==> src/rtl/fcd_pkg.sv <==
package fcd_pkg;
  localparam int NUM_BLOCKS = 11;

  localparam logic [7:0] OP_UNLOCK_A = 8'hAA;
  localparam logic [7:0] OP_UNLOCK_B = 8'h55;
  localparam logic [7:0] OP_AUTOSEL  = 8'h90;
  localparam logic [7:0] OP_PROGRAM  = 8'hA0;
  localparam logic [7:0] OP_BYPASS   = 8'h20;
  localparam logic [7:0] OP_ERASE    = 8'h80;
  localparam logic [7:0] OP_CHIP     = 8'h10;
  localparam logic [7:0] OP_BLOCK    = 8'h30;
  localparam logic [7:0] OP_SUSPEND  = 8'hB0;
  localparam logic [7:0] OP_RESET    = 8'hF0;
  localparam logic [7:0] OP_BYP_EXIT = 8'h00;

  localparam logic [10:0] UNLOCK_ADDR_FIRST  = 11'h555;
  localparam logic [10:0] UNLOCK_ADDR_SECOND = 11'h2AA;

  typedef enum logic [3:0] {
    SQ_IDLE, SQ_UNL1, SQ_UNL2, SQ_PROG,
    SQ_ERS1, SQ_ERS2, SQ_ERS3, SQ_BLKWIN,
    SQ_BYP, SQ_BYP_PROG, SQ_BYP_EXIT
  } seq_e;
endpackage

==> src/rtl/fcd_unlock_match.sv <==
module fcd_unlock_match
  import fcd_pkg::*;
(
  input  logic [10:0] addr_low,
  input  logic        alsb,
  input  logic        byte_mode,
  output logic        hit_first,
  output logic        hit_second
);
  // In byte mode the byte-select bit extends the address by one LSB.
  always_comb begin
    hit_first  = (addr_low == UNLOCK_ADDR_FIRST)  && (!byte_mode || !alsb);
    hit_second = (addr_low == UNLOCK_ADDR_SECOND) && (!byte_mode ||  alsb);
  end
endmodule

==> src/rtl/fcd_block_map.sv <==
module fcd_block_map
  import fcd_pkg::*;
#(
  parameter int ADDR_W   = 18,
  parameter bit BOOT_TOP = 1'b1
)(
  input  logic [ADDR_W-1:0]     addr,
  output logic [NUM_BLOCKS-1:0] blk_oh
);
  localparam int RW = ADDR_W - 3;  // bits inside one main region

  logic [ADDR_W-1:0] a;
  logic [3:0]        idx_t;
  logic [3:0]        idx;

  // Bottom layout is the top layout seen through an inverted address.
  generate
    if (BOOT_TOP) begin : g_top
      assign a   = addr;
      assign idx = idx_t;
    end else begin : g_bottom
      assign a   = ~addr;
      assign idx = 4'd10 - idx_t;
    end
  endgenerate

  always_comb begin
    if (a[ADDR_W-1:RW] != 3'b111)  idx_t = {1'b0, a[ADDR_W-1:RW]};
    else if (!a[RW-1])             idx_t = 4'd7;
    else if (a[RW-2])              idx_t = 4'd10;
    else if (!a[RW-3])             idx_t = 4'd8;
    else                           idx_t = 4'd9;
  end

  assign blk_oh = NUM_BLOCKS'(1) << idx;
endmodule

==> src/rtl/fcd_erase_window.sv <==
module fcd_erase_window
  import fcd_pkg::*;
#(
  parameter int TIMEOUT = 64
)(
  input  logic                  clk,
  input  logic                  rst_n,
  input  logic                  clr_i,
  input  logic                  open_i,
  input  logic                  add_i,
  input  logic                  abort_i,
  input  logic                  chip_i,
  input  logic                  done_i,
  input  logic                  wr_seen_i,
  input  logic [NUM_BLOCKS-1:0] blk_oh_i,
  output logic                  win_o,
  output logic [NUM_BLOCKS-1:0] mask_o,
  output logic                  tmo_o,
  output logic                  expire_o
);
  localparam int CW = $clog2(TIMEOUT + 1);

  logic [CW-1:0] cnt;

  assign expire_o = win_o && !wr_seen_i && (cnt == CW'(1));

  always_ff @(posedge clk) begin
    if (!rst_n) begin
      win_o  <= 1'b0;
      mask_o <= '0;
      tmo_o  <= 1'b0;
      cnt    <= '0;
    end else if (clr_i) begin
      win_o  <= 1'b0;
      mask_o <= '0;
      tmo_o  <= 1'b0;
      cnt    <= '0;
    end else if (open_i) begin
      win_o  <= 1'b1;
      mask_o <= blk_oh_i;
      tmo_o  <= 1'b0;
      cnt    <= CW'(TIMEOUT);
    end else if (add_i) begin
      mask_o <= mask_o | blk_oh_i;
      cnt    <= CW'(TIMEOUT);
    end else if (abort_i) begin
      win_o  <= 1'b0;
      mask_o <= '0;
    end else if (chip_i) begin
      mask_o <= '1;
      tmo_o  <= 1'b0;
    end else if (done_i) begin
      mask_o <= '0;
    end else if (expire_o) begin
      win_o  <= 1'b0;
      tmo_o  <= 1'b1;
    end else if (win_o && !wr_seen_i) begin
      cnt    <= cnt - CW'(1);
    end
  end

  assert_expire_mask_R6: assert property (@(posedge clk) disable iff (!rst_n)
    expire_o |-> (mask_o != '0));

  assert_window_tmo_R6: assert property (@(posedge clk) disable iff (!rst_n)
    win_o |-> !tmo_o);
endmodule

==> src/rtl/fcd_cmd_decoder.sv <==
module fcd_cmd_decoder
  import fcd_pkg::*;
#(
  parameter int ADDR_W        = 18,
  parameter int DATA_W        = 16,
  parameter bit BOOT_TOP      = 1'b1,
  parameter int ERASE_TIMEOUT = 64
)(
  input  logic                  clk,
  input  logic                  rst_n,
  input  logic                  wr_valid,
  output logic                  wr_ready,
  input  logic [ADDR_W-1:0]     wr_addr,
  input  logic                  wr_alsb,
  input  logic                  wr_byte,
  input  logic [DATA_W-1:0]     wr_data,
  input  logic                  eng_busy,
  input  logic                  eng_done,
  output logic                  prog_valid,
  input  logic                  prog_ready,
  output logic [ADDR_W-1:0]     prog_addr,
  output logic                  prog_alsb,
  output logic                  prog_byte,
  output logic [DATA_W-1:0]     prog_data,
  output logic                  chip_erase_go,
  output logic                  blk_erase_go,
  output logic [NUM_BLOCKS-1:0] blk_mask,
  output logic                  erase_suspend,
  output logic                  erase_resume,
  output logic                  read_reset,
  output logic                  autosel_mode,
  output logic                  bypass_mode,
  output logic                  erase_active,
  output logic                  suspended,
  output logic                  erase_window,
  output logic                  timeout_flag,
  output logic                  err_flag
);
  seq_e seq, seq_n;
  logic acc;
  logic [7:0] d;
  logic hit1, hit2;
  logic [NUM_BLOCKS-1:0] blk_oh;
  logic autosel_n, err_n, ers_n, susp_n;
  logic ev_chip, ev_susp, ev_res, ev_rst, do_prog, pv_set, bad, data_cyc;
  logic w_clr, w_open, w_add, w_abort, w_chip, w_done, w_expire;

  assign wr_ready = !prog_valid;
  assign acc      = wr_valid && wr_ready;
  assign d        = wr_data[7:0];
  assign data_cyc = (seq == SQ_PROG) || (seq == SQ_BYP_PROG);
  assign bypass_mode = (seq == SQ_BYP) || (seq == SQ_BYP_PROG) || (seq == SQ_BYP_EXIT);

  fcd_unlock_match u_match (
    .addr_low  (wr_addr[10:0]),
    .alsb      (wr_alsb),
    .byte_mode (wr_byte),
    .hit_first (hit1),
    .hit_second(hit2)
  );

  fcd_block_map #(.ADDR_W(ADDR_W), .BOOT_TOP(BOOT_TOP)) u_map (
    .addr  (wr_addr),
    .blk_oh(blk_oh)
  );

  fcd_erase_window #(.TIMEOUT(ERASE_TIMEOUT)) u_win (
    .clk      (clk),
    .rst_n    (rst_n),
    .clr_i    (w_clr),
    .open_i   (w_open),
    .add_i    (w_add),
    .abort_i  (w_abort),
    .chip_i   (w_chip),
    .done_i   (w_done),
    .wr_seen_i(acc),
    .blk_oh_i (blk_oh),
    .win_o    (erase_window),
    .mask_o   (blk_mask),
    .tmo_o    (timeout_flag),
    .expire_o (w_expire)
  );

  always_comb begin
    seq_n = seq;  autosel_n = autosel_mode;  err_n = err_flag;
    ers_n = erase_active;  susp_n = suspended;
    ev_chip = 1'b0; ev_susp = 1'b0; ev_res = 1'b0; ev_rst = 1'b0;
    do_prog = 1'b0; pv_set = 1'b0; bad = 1'b0;
    w_clr = 1'b0; w_open = 1'b0; w_add = 1'b0; w_abort = 1'b0;
    w_chip = 1'b0; w_done = 1'b0;
    if (acc) begin
      if (data_cyc && !eng_busy) begin
        do_prog = 1'b1;
        if (seq == SQ_PROG) begin
          seq_n = SQ_IDLE;
          autosel_n = 1'b0;
        end else begin
          seq_n = SQ_BYP;
        end
      end else if (d == OP_RESET) begin
        seq_n = SQ_IDLE;  autosel_n = 1'b0;  err_n = 1'b0;
        ers_n = 1'b0;  susp_n = 1'b0;  ev_rst = 1'b1;  w_clr = 1'b1;
      end else if (d == OP_SUSPEND && erase_active && !suspended) begin
        ev_susp = 1'b1;
        susp_n  = 1'b1;
      end else if (!eng_busy) begin
        unique case (seq)
          SQ_IDLE: begin
            if (d == OP_UNLOCK_A && hit1) seq_n = SQ_UNL1;
            else if (d == OP_BLOCK && suspended) begin
              ev_res = 1'b1;
              susp_n = 1'b0;
            end else bad = 1'b1;
          end
          SQ_UNL1: if (d == OP_UNLOCK_B && hit2) seq_n = SQ_UNL2; else bad = 1'b1;
          SQ_UNL2: begin
            if (!hit1) bad = 1'b1;
            else if (d == OP_AUTOSEL) begin
              autosel_n = 1'b1;
              seq_n = SQ_IDLE;
            end else if (d == OP_PROGRAM) seq_n = SQ_PROG;
            else if (d == OP_BYPASS) begin
              autosel_n = 1'b0;
              seq_n = SQ_BYP;
            end else if (d == OP_ERASE && !suspended) begin
              autosel_n = 1'b0;
              seq_n = SQ_ERS1;
            end else bad = 1'b1;
          end
          SQ_ERS1: if (d == OP_UNLOCK_A && hit1) seq_n = SQ_ERS2; else bad = 1'b1;
          SQ_ERS2: if (d == OP_UNLOCK_B && hit2) seq_n = SQ_ERS3; else bad = 1'b1;
          SQ_ERS3: begin
            if (d == OP_CHIP && hit1) begin
              ev_chip = 1'b1;  ers_n = 1'b1;  w_chip = 1'b1;  seq_n = SQ_IDLE;
            end else if (d == OP_BLOCK) begin
              w_open = 1'b1;
              seq_n  = SQ_BLKWIN;
            end else bad = 1'b1;
          end
          SQ_BLKWIN: if (d == OP_BLOCK) w_add = 1'b1; else bad = 1'b1;
          SQ_BYP: begin
            if (d == OP_PROGRAM) seq_n = SQ_BYP_PROG;
            else if (d == OP_AUTOSEL) seq_n = SQ_BYP_EXIT;
            else bad = 1'b1;
          end
          SQ_BYP_EXIT: if (d == OP_BYP_EXIT) seq_n = SQ_IDLE; else bad = 1'b1;
          default: bad = 1'b1;
        endcase
        if (bad) begin
          seq_n = SQ_IDLE;
          autosel_n = 1'b0;
          if (seq == SQ_BLKWIN) w_abort = 1'b1;
        end
      end
    end
    if (w_expire) begin
      seq_n = SQ_IDLE;
      ers_n = 1'b1;
    end
    if (eng_done && erase_active && !suspended && !w_clr) begin
      ers_n  = 1'b0;
      w_done = 1'b1;
    end
    if (do_prog) begin
      if (suspended && ((blk_mask & blk_oh) != '0)) err_n = 1'b1;
      else pv_set = 1'b1;
    end
  end

  always_ff @(posedge clk) begin
    if (!rst_n) begin
      seq           <= SQ_IDLE;
      autosel_mode  <= 1'b0;
      err_flag      <= 1'b0;
      erase_active  <= 1'b0;
      suspended     <= 1'b0;
      chip_erase_go <= 1'b0;
      blk_erase_go  <= 1'b0;
      erase_suspend <= 1'b0;
      erase_resume  <= 1'b0;
      read_reset    <= 1'b0;
      prog_valid    <= 1'b0;
      prog_addr     <= '0;
      prog_alsb     <= 1'b0;
      prog_byte     <= 1'b0;
      prog_data     <= '0;
    end else begin
      seq           <= seq_n;
      autosel_mode  <= autosel_n;
      err_flag      <= err_n;
      erase_active  <= ers_n;
      suspended     <= susp_n;
      chip_erase_go <= ev_chip;
      blk_erase_go  <= w_expire;
      erase_suspend <= ev_susp;
      erase_resume  <= ev_res;
      read_reset    <= ev_rst;
      if (pv_set) begin
        prog_valid <= 1'b1;
        prog_addr  <= wr_addr;
        prog_alsb  <= wr_alsb;
        prog_byte  <= wr_byte;
        prog_data  <= wr_data;
      end else if (prog_valid && prog_ready) begin
        prog_valid <= 1'b0;
      end
    end
  end

  assert_prog_hold_R3: assert property (@(posedge clk) disable iff (!rst_n)
    (prog_valid && !prog_ready) |=> (prog_valid && $stable(prog_addr) && $stable(prog_data)));

  assert_single_event_R11: assert property (@(posedge clk) disable iff (!rst_n)
    $onehot0({chip_erase_go, blk_erase_go, erase_suspend, erase_resume, read_reset}));

  assert_susp_erasing_R11: assert property (@(posedge clk) disable iff (!rst_n)
    suspended |-> erase_active);

  assert_busy_hold_R10: assert property (@(posedge clk) disable iff (!rst_n)
    (eng_busy && acc && d != OP_RESET && d != OP_SUSPEND)
      |=> ($stable(autosel_mode) && $stable(bypass_mode)));
endmodule

==> config.mk <==
export PLATFORM = sky130hd
export DESIGN_NAME = fcd_cmd_decoder
export DESIGN_NICKNAME = d
export VERILOG_FILES = /design/src/rtl/fcd_pkg.sv /design/src/rtl/fcd_unlock_match.sv /design/src/rtl/fcd_block_map.sv /design/src/rtl/fcd_erase_window.sv /design/src/rtl/fcd_cmd_decoder.sv
export SDC_FILE = /design/constraint.sdc
export NUM_CORES = 1
export LEC_CHECK = 0
export BUFFER_PORTS_ARGS = -buffer_cell sky130_fd_sc_hd__buf_4
export CAP_MARGIN = 20
export CELL_PAD_IN_SITES_DETAIL_PLACEMENT = 0
export CELL_PAD_IN_SITES_GLOBAL_PLACEMENT = 1
export CORE_ASPECT_RATIO = 1.1
export CORE_MARGIN = 4
export CORE_UTILIZATION = 41
export DETAILED_ROUTE_END_ITERATION = 8
export PLACE_DENSITY = 0.86
export RECOVER_POWER = 100
export SYNTH_ARGS = -nofsm -noshare
export SYNTH_HDL_FRONTEND = slang
export SYNTH_HIERARCHICAL = 1
export SYNTH_SLANG_ARGS = --single-unit
==> constraint.sdc <==
create_clock -name clk -period 8.2 [get_ports clk]
set_input_delay 0.41 -clock clk [delete_from_list [all_inputs] [get_ports clk]]
set_output_delay 0.41 -clock clk [all_outputs]
set_load 0.02 [all_outputs]
* Word-level counts from Yosys, hierarchy flattened
Index checks and enable logic that the tools add are counted.
** Storage, ports and cells
- Register bits after elaboration :: 70
- Bits of input ports :: 42
- Output and inout bits :: 61
- Logic and storage cells :: 283
** Operators by class
- $add $sub $neg :: 1
- Equality and inequality tests :: 50
- Shift-type cells :: 1
- Mux-type cells :: 137
- Bitwise gates (word level) :: 11
- Reduce and logical (&&, ||, !) cells :: 63
** Operators by type and width (count)
- two-way mux 1 bit :: 100
- two-way mux 4 bit :: 23
- two-way mux 11 bit :: 5
- two-way mux 7 bit :: 7
- equality test 8 bit, second input constant :: 6
- case mux 4 bit (8 select lines) :: 1
- inequality test 3 x 1 -> 1 bit, second input constant :: 9
- inequality test 5 bit, second input constant :: 5
- nonzero test 11 bit :: 2
- logical AND 1 bit :: 18
- nonzero test 3 bit :: 6
- equality test 4 x 3 -> 1 bit, second input constant :: 4
- equality test 8 x 6 -> 1 bit, second input constant :: 2
- AND reduction 13 bit :: 1
- equality test 4 bit, second input constant :: 3
- inequality test 3 bit, second input constant :: 4
- AND reduction 6 bit :: 2
- bitwise AND 11 bit :: 1
- equality test 11 x 10 -> 1 bit, second input constant :: 1
- equality test 11 bit, second input constant :: 1
- bitwise OR 11 bit :: 1
- << shifter 1 x 4 -> 11 bit, first input constant :: 1
- AND reduction 5 bit :: 2
- inverter 1 bit :: 9
- 28 further kinds :: 49

* Depth between registers and ports, before layout
- Word-level depth :: 22
- Gate-level depth with buffers :: 13
- Mapped depth without buffers :: 12

* Hierarchy
Netlist, hierarchy kept.
** By module, submodules not included
- fcd_cmd_decoder :: times used 1, cells an instance 338, area each 2608.8 um2, seq. area each 1001.0 um2
- fcd_erase_window :: times used 1, cells an instance 108, area each 944.7 um2, seq. area each 400.4 um2
- fcd_block_map :: times used 1, cells an instance 17, area each 135.1 um2, seq. area each 0.0 um2
- fcd_unlock_match :: times used 1, cells an instance 9, area each 87.6 um2, seq. area each 0.0 um2

* Least setup slack after synthesis
No wires, ideal clock.
- Path type :: input-to-reg
- From :: input wr_addr[5]
- To :: register u_win.cnt[4]
- Setup time :: 0.070 ns
- Arrival time :: 3.298 ns
- Data required time :: 8.130 ns
- Path slack :: 4.832 ns
- Stages on the path :: 12
- Buffers on the path :: 0
- Cells stage by stage :: nand4bb_1 -> a2111oi_2 -> nand3_1 -> o31ai_4 -> nand3_2 -> a211oi_4 -> nand3_1 -> nor3b_1 -> nand2b_1 -> a211o_1 -> or4_1 -> a21oi_1
** On the way
- Cells in the longest elaborated chain, start to end :: 18
- Elaborated cells on any way between the ends :: 42
- Those cells by class :: eq/ne (2); mux (31); bitwise (2); reduce/logical (7)
** Ends and longest elaborated chain
- from (decl) :: line fcd_cmd_decoder.sv:13 : input logic [ADDR_W-1:0] wr_addr,
- equality test 11 bit * :: line fcd_unlock_match.sv:12 : hit_first = (addr_low == UNLOCK_ADDR_FIRST) && (!byte_mode || !alsb);
- logical AND 1 bit * :: line fcd_unlock_match.sv:12
- named net hit1 :: line fcd_cmd_decoder.sv:42 : logic hit1, hit2;
- logical AND 1 bit, on equally long branches :: line fcd_cmd_decoder.sv:133, fcd_cmd_decoder.sv:109, fcd_cmd_decoder.sv:130
- two-way mux 1 bit, on equally long branches :: line fcd_cmd_decoder.sv:133, fcd_cmd_decoder.sv:109, fcd_cmd_decoder.sv:130
- case mux 1 bit (8 select lines) * :: line fcd_cmd_decoder.sv:107 : unique case (seq)
- two-way mux 1 bit * :: line fcd_cmd_decoder.sv:106 : end else if (!eng_busy) begin
- two-way mux 1 bit * :: line fcd_cmd_decoder.sv:103 : end else if (d == OP_SUSPEND && erase_active && !suspended) begin
- [... 4 more ...]
- two-way mux 1 bit * :: line fcd_cmd_decoder.sv:106
- two-way mux 1 bit * :: line fcd_cmd_decoder.sv:103
- two-way mux 1 bit * :: line fcd_cmd_decoder.sv:100 : end else if (d == OP_RESET) begin
- two-way mux 1 bit * :: line fcd_cmd_decoder.sv:92 : if (data_cyc && !eng_busy) begin
- two-way mux 1 bit * :: line fcd_cmd_decoder.sv:91 : if (acc) begin
- named net w_abort :: line fcd_cmd_decoder.sv:46 : logic w_clr, w_open, w_add, w_abort, w_chip, w_done, w_expire;
- inverter 1 bit (no line) *
- AND reduction 5 bit (no line) *
- to (signal assigned) :: line fcd_erase_window.sv:42 : cnt <= CW'(TIMEOUT);
- to (signal assigned) :: line fcd_erase_window.sv:45 : cnt <= CW'(TIMEOUT);
- to (signal assigned) :: line fcd_erase_window.sv:58 : cnt <= cnt - CW'(1);
- to (decl) :: line fcd_erase_window.sv:23 : logic [CW-1:0] cnt;
Mark *: on every way through the listed nets, which the timed path passes. The rest lies on a longest branch. The select of a mux whose other input is x is not followed.
A chain may end at the register's enable or synchronous reset.

* Worst setup path in the final report
- From :: input wr_addr[1]
- To :: register u_win.mask_o[1]
** On the way
- Cells in the longest elaborated chain, start to end :: 19
- Elaborated cells on any way between the ends :: 43
- Those cells by class :: eq/ne (2); mux (35); reduce/logical (6)
** Ends and longest elaborated chain
- equality test 11 bit * :: line fcd_unlock_match.sv:12
- logical AND 1 bit * :: line fcd_unlock_match.sv:12
- named net hit1 :: line fcd_cmd_decoder.sv:42
- logical AND 1 bit, on equally long branches :: line fcd_cmd_decoder.sv:133, fcd_cmd_decoder.sv:109, fcd_cmd_decoder.sv:130
- two-way mux 1 bit, on equally long branches :: line fcd_cmd_decoder.sv:133, fcd_cmd_decoder.sv:109, fcd_cmd_decoder.sv:130
- case mux 1 bit (8 select lines) * :: line fcd_cmd_decoder.sv:107
- two-way mux 1 bit * :: line fcd_cmd_decoder.sv:106
- two-way mux 1 bit * :: line fcd_cmd_decoder.sv:103
- [... 5 more ...]
- two-way mux 1 bit * :: line fcd_cmd_decoder.sv:103
- two-way mux 1 bit * :: line fcd_cmd_decoder.sv:100
- two-way mux 1 bit * :: line fcd_cmd_decoder.sv:92
- two-way mux 1 bit * :: line fcd_cmd_decoder.sv:91
- named net w_abort :: line fcd_cmd_decoder.sv:46
- two-way mux 11 bit :: line fcd_erase_window.sv:46 : end else if (abort_i) begin
- two-way mux 11 bit :: line fcd_erase_window.sv:43 : end else if (add_i) begin
- two-way mux 11 bit :: line fcd_erase_window.sv:38 : end else if (open_i) begin
- to (signal assigned) :: line fcd_erase_window.sv:40 : mask_o <= blk_oh_i;
- to (signal assigned) :: line fcd_erase_window.sv:44 : mask_o <= mask_o | blk_oh_i;
- to (decl) :: line fcd_erase_window.sv:17 : output logic [NUM_BLOCKS-1:0] mask_o,
Marks and branches as above.

==> run_results.csv <==
group,metric,value,unit
grt,grt_pass1_wl,18100,um
timing,final_max_slew_viol_count,7,
grt,grt_overflow,0,
synthesis,avgSynthCellArea,8.00,um2
drt,met2_length,5450,um
synthesis,synth-seq-area-share,37.1,%
synthesis,synth_cell_types,72,
synthesis,synth_compound_area_share,28.2,%
setup_path,r2r_slack,4.70,ns
place,gp_congestion,0.872,
die,fp-row-count,36,
pwr,peakVddDrop,0.102,mV
synthesis,async_flop_share,0,%
setup_path,r2r_cells,8,
drt,drc,0,
clock_tree,cts.reportedPaths.clkPinSlew,0.08,ns
timing,setup_viol,0,
timing,fin_crit_sh,61.1,%
timing,skew,0.0118,ns
grt,grt_use_total,20.5,%
drt,routed_wl,11300,um
timing,max_freq,200,MHz
die,die_area,10800,um2
place,dp_hpwl,8050,um
setup_path,path_class,"in2reg",
setup_path,endpoint_kind,"register",
pwr,switching_share,26.1,%
synthesis,syn_area,3780,um2
clock_tree,ctsLongestPathBuffers,2,
cells_and_area,fin_util,50.5,%
setup_path,worst_setup_path_start_kind,"input pin",
clock_tree,numClockSinks,70,
pwr,clock_power_share,39.6,%
clock_tree,tritoncts,"yes",
pwr,seqPwrFrac,52.4,%
die,die_w,99.5,um
worst_hold_path,min_path_type,"in2reg",
drt,top_layer,"met4",
worst_hold_path,holdPathStages,3,
setup_path,path_max_fanout,12,
synthesis,ys_seq_elements,70,
drt,met3_length,818,um
timing,fin_setup_tns,0,ns
synthesis,ys_warn_count,6,
grt,grt_pass1_vias,3747,
timing,hold_violations,0,
cells_and_area,area_growth,19.2,%
timing,fin_worst_hold_slack,0.320,ns
clock_tree,clockRootBuffer,"clkbuf_8",
place,place_area,4570,um2
synthesis,syn_inst,472,
clock_tree,cts_setup_buffers,0,
grt,grt_max_degree,42,
setup_path,critical_path.startpoint,"wr_addr[1]",
pwr,power_per_cell_area,145,nW/um2
setup_path,r2r-end,"u_win/cnt[5]",
worst_hold_path,worstHoldEndpoint,"prog_data[10]",
pwr,p_leak,1.50,nW
drt,ant_nets,0,
drt,drt-initial-drc-count,243,
drt,viasPerCell,5.88,
die,start_util,42.3,%
grt,grt_antenna_before_repair,0,
timing,rsz0062_at_grt,"false",
synthesis,synth_mux_area_share,0.298,%
pwr,power_frac_comb,8.0,%
synthesis,synthSimpleGateAreaFrac,27.5,%
job,cap_violations,1,
pwr,intPower,481,uW
die,core_region_area,8920,um2
clock_tree,cts_buffers,9,
cells_and_area,nets,600,
clock_tree,cts_resized,0,
worst_hold_path,min_from,"wr_data[10]",
timing,tightestPinTransition,1.66,ns
cells_and_area,n_antenna_cell,0,
clock_tree,insertion_delay,0.35,ns
drt,first_pass_iters,5,
cells_and_area,drive_gt1_share,14.1,%
synthesis,synth_top_flop_cell,"dfxtp_1",
pwr,switchingPower,170,uW
synthesis,synth_top_family_by_area,"compound AO/OA/AOI/OAI gates",
die,die_y,109,um
drt,met1Wirelength,4880,um
die,io_pins,103,
drt,routedWlPerCell,16.8,um
synthesis,syn-num-nets,516,
place,portBuffers,102,
run_status,violations,"max-capacitance violations, max-slew violations",
setup_path,required,8.47,ns
synthesis,synth_fa_ha_area_share,0.663,%
cells_and_area,design_area,4500,um2
setup_path,r2r_start,"seq[3]",
synthesis,synth-edff-count,0,
clock_tree,htree_levels,3,
synthesis,synth_xor_area_share,0.696,%
clock_tree,hold_buffers,0,
timing,fin_ws,3.19,ns
place,place_worst_setup_slack,4.22,ns
timing,worst_slew_margin_rel,-13.6,%
drt,num_vias,3972,
timing,fin_crit,5.01,ns
run_status,run_status,"finished, violations left",
setup_path,arrival,5.28,ns
how the worst max path moves through the flow:
stage | cells after the start | endpoint
after floorplan | 12 | u_win/cnt[4]
after global placement | 13 | u_win/cnt[4]
after detailed placement | 13 | u_win/cnt[4]
after CTS | 13 | u_win/cnt[4]
after global routing | 12 | u_win/cnt[5]
final | 13 | u_win/mask_o[1]
per-layer routing:
layer | global-route usage, % | vias to the layer above
li1 | - | 1922
met1 | 26.1 | 1891
met2 | 33.6 | 145
met3 | 5.89 | 14
met4 | 6.54 | 0
met5 | 0 | -
area by class of cell:
type,instances,area [um2]
clock inverters,6,45.0
clock buffers,10,138
multi-input cells,353,2130
well taps,114,143
repair buffers,107,591
fillers,916,4420
flip-flops and latches,70,1400
inverters,15,56.3
flip-flops by register name, indices dropped and copies added, names as in the netlist:
register       cells
read_reset         1
prog_data         16
chip_erase_go      1
u_win/mask_o      11
prog_valid         1
erase_active       1
err_flag           1
blk_erase_go       1
u_win/tmo_o        1
erase_suspend      1
u_win/cnt          7
seq                4
suspended          1
u_win/win_o        1
autosel_mode       1
erase_resume       1
prog_alsb          1
prog_addr         18
prog_byte          1
cell usage in the layout (no fill, tap or decap), types with 3 or more instances in the layout:
master and n:
nor3_1 8, buf_4 44, a31oi_1 4, nand3_1 44
o21bai_1 12, inv_1 14, clkinvlp_4 3, nand4_1 3
and3_1 8, clkbuf_8 10, nand3b_1 5, or3_1 3
nor2_1 29, a211oi_1 7, nand2b_1 8, nand2_1 15
clkbuf_1 62, nor3b_1 7, dfxtp_1 70, nor2b_1 5
a22oi_1 3, and2_0 3, o31ai_1 5, a21oi_1 60
o22ai_1 6, nor4_1 8, o21ai_0 56
logic make-up after synthesis:
logic type	after synthesis
buffers and inverters	49
xor gates and xnor gates	3
and+or+nand+nor	174
DFF	70
muxes	1
AOI/OAI and AO/OA	173
adders and majority gates	2
Yosys cell counts, types with 5 or more instances:
library cell | n | area [um2]
nor2_1 | 30 | 113
o21ai_0 | 56 | 280
a21oi_1 | 60 | 300
nand3b_1 | 5 | 37.5
o22ai_1 | 6 | 37.5
dfxtp_1 | 70 | 1400
and3_1 | 8 | 50.1
nor2b_1 | 5 | 31.3
o21bai_1 | 12 | 90.1
a211oi_1 | 5 | 37.5
nor4_1 | 8 | 50.1
nor3b_1 | 7 | 52.6
nand3_1 | 44 | 220
clkbuf_1 | 27 | 101
inv_1 | 14 | 52.6
nand2_1 | 15 | 56.3
nor3_1 | 8 | 40.0
nand2b_1 | 8 | 50.1
stage by stage:
stage / power, mW / cells
after floorplan: 0.378 / 472
after global placement: 0.402 / 658
after detailed placement: 0.403 / 658
after CTS: 0.660 / 674
after global routing: 0.679 / 675
final: 0.651 / 675
power by group through the flow:
stage	Sequential (mW)	Combinational, mW	Clock (mW)
global route	0.341	0.0568	0.281
CTS	0.341	0.0537	0.265
floorplan	0.348	0.0301	0
finish	0.341	0.0521	0.258
detailed placement	0.349	0.0535	0
global placement	0.349	0.0529	0
worst max-delay path: stages:
cell	delay (ns)
buf_4	0.12
nand4bb_1	0.16
a2111oi_0	1.38
nand3_1	0.18
o31ai_1	0.63
nand3_2	0.20
a211oi_1	0.69
nand3_1	0.18
nor3b_1	0.25
nor2_1	0.16
and2_0	0.60
o21bai_1	0.15
a21oi_1	0.18
No activity file was read; power rests on OpenSTA's default activity.
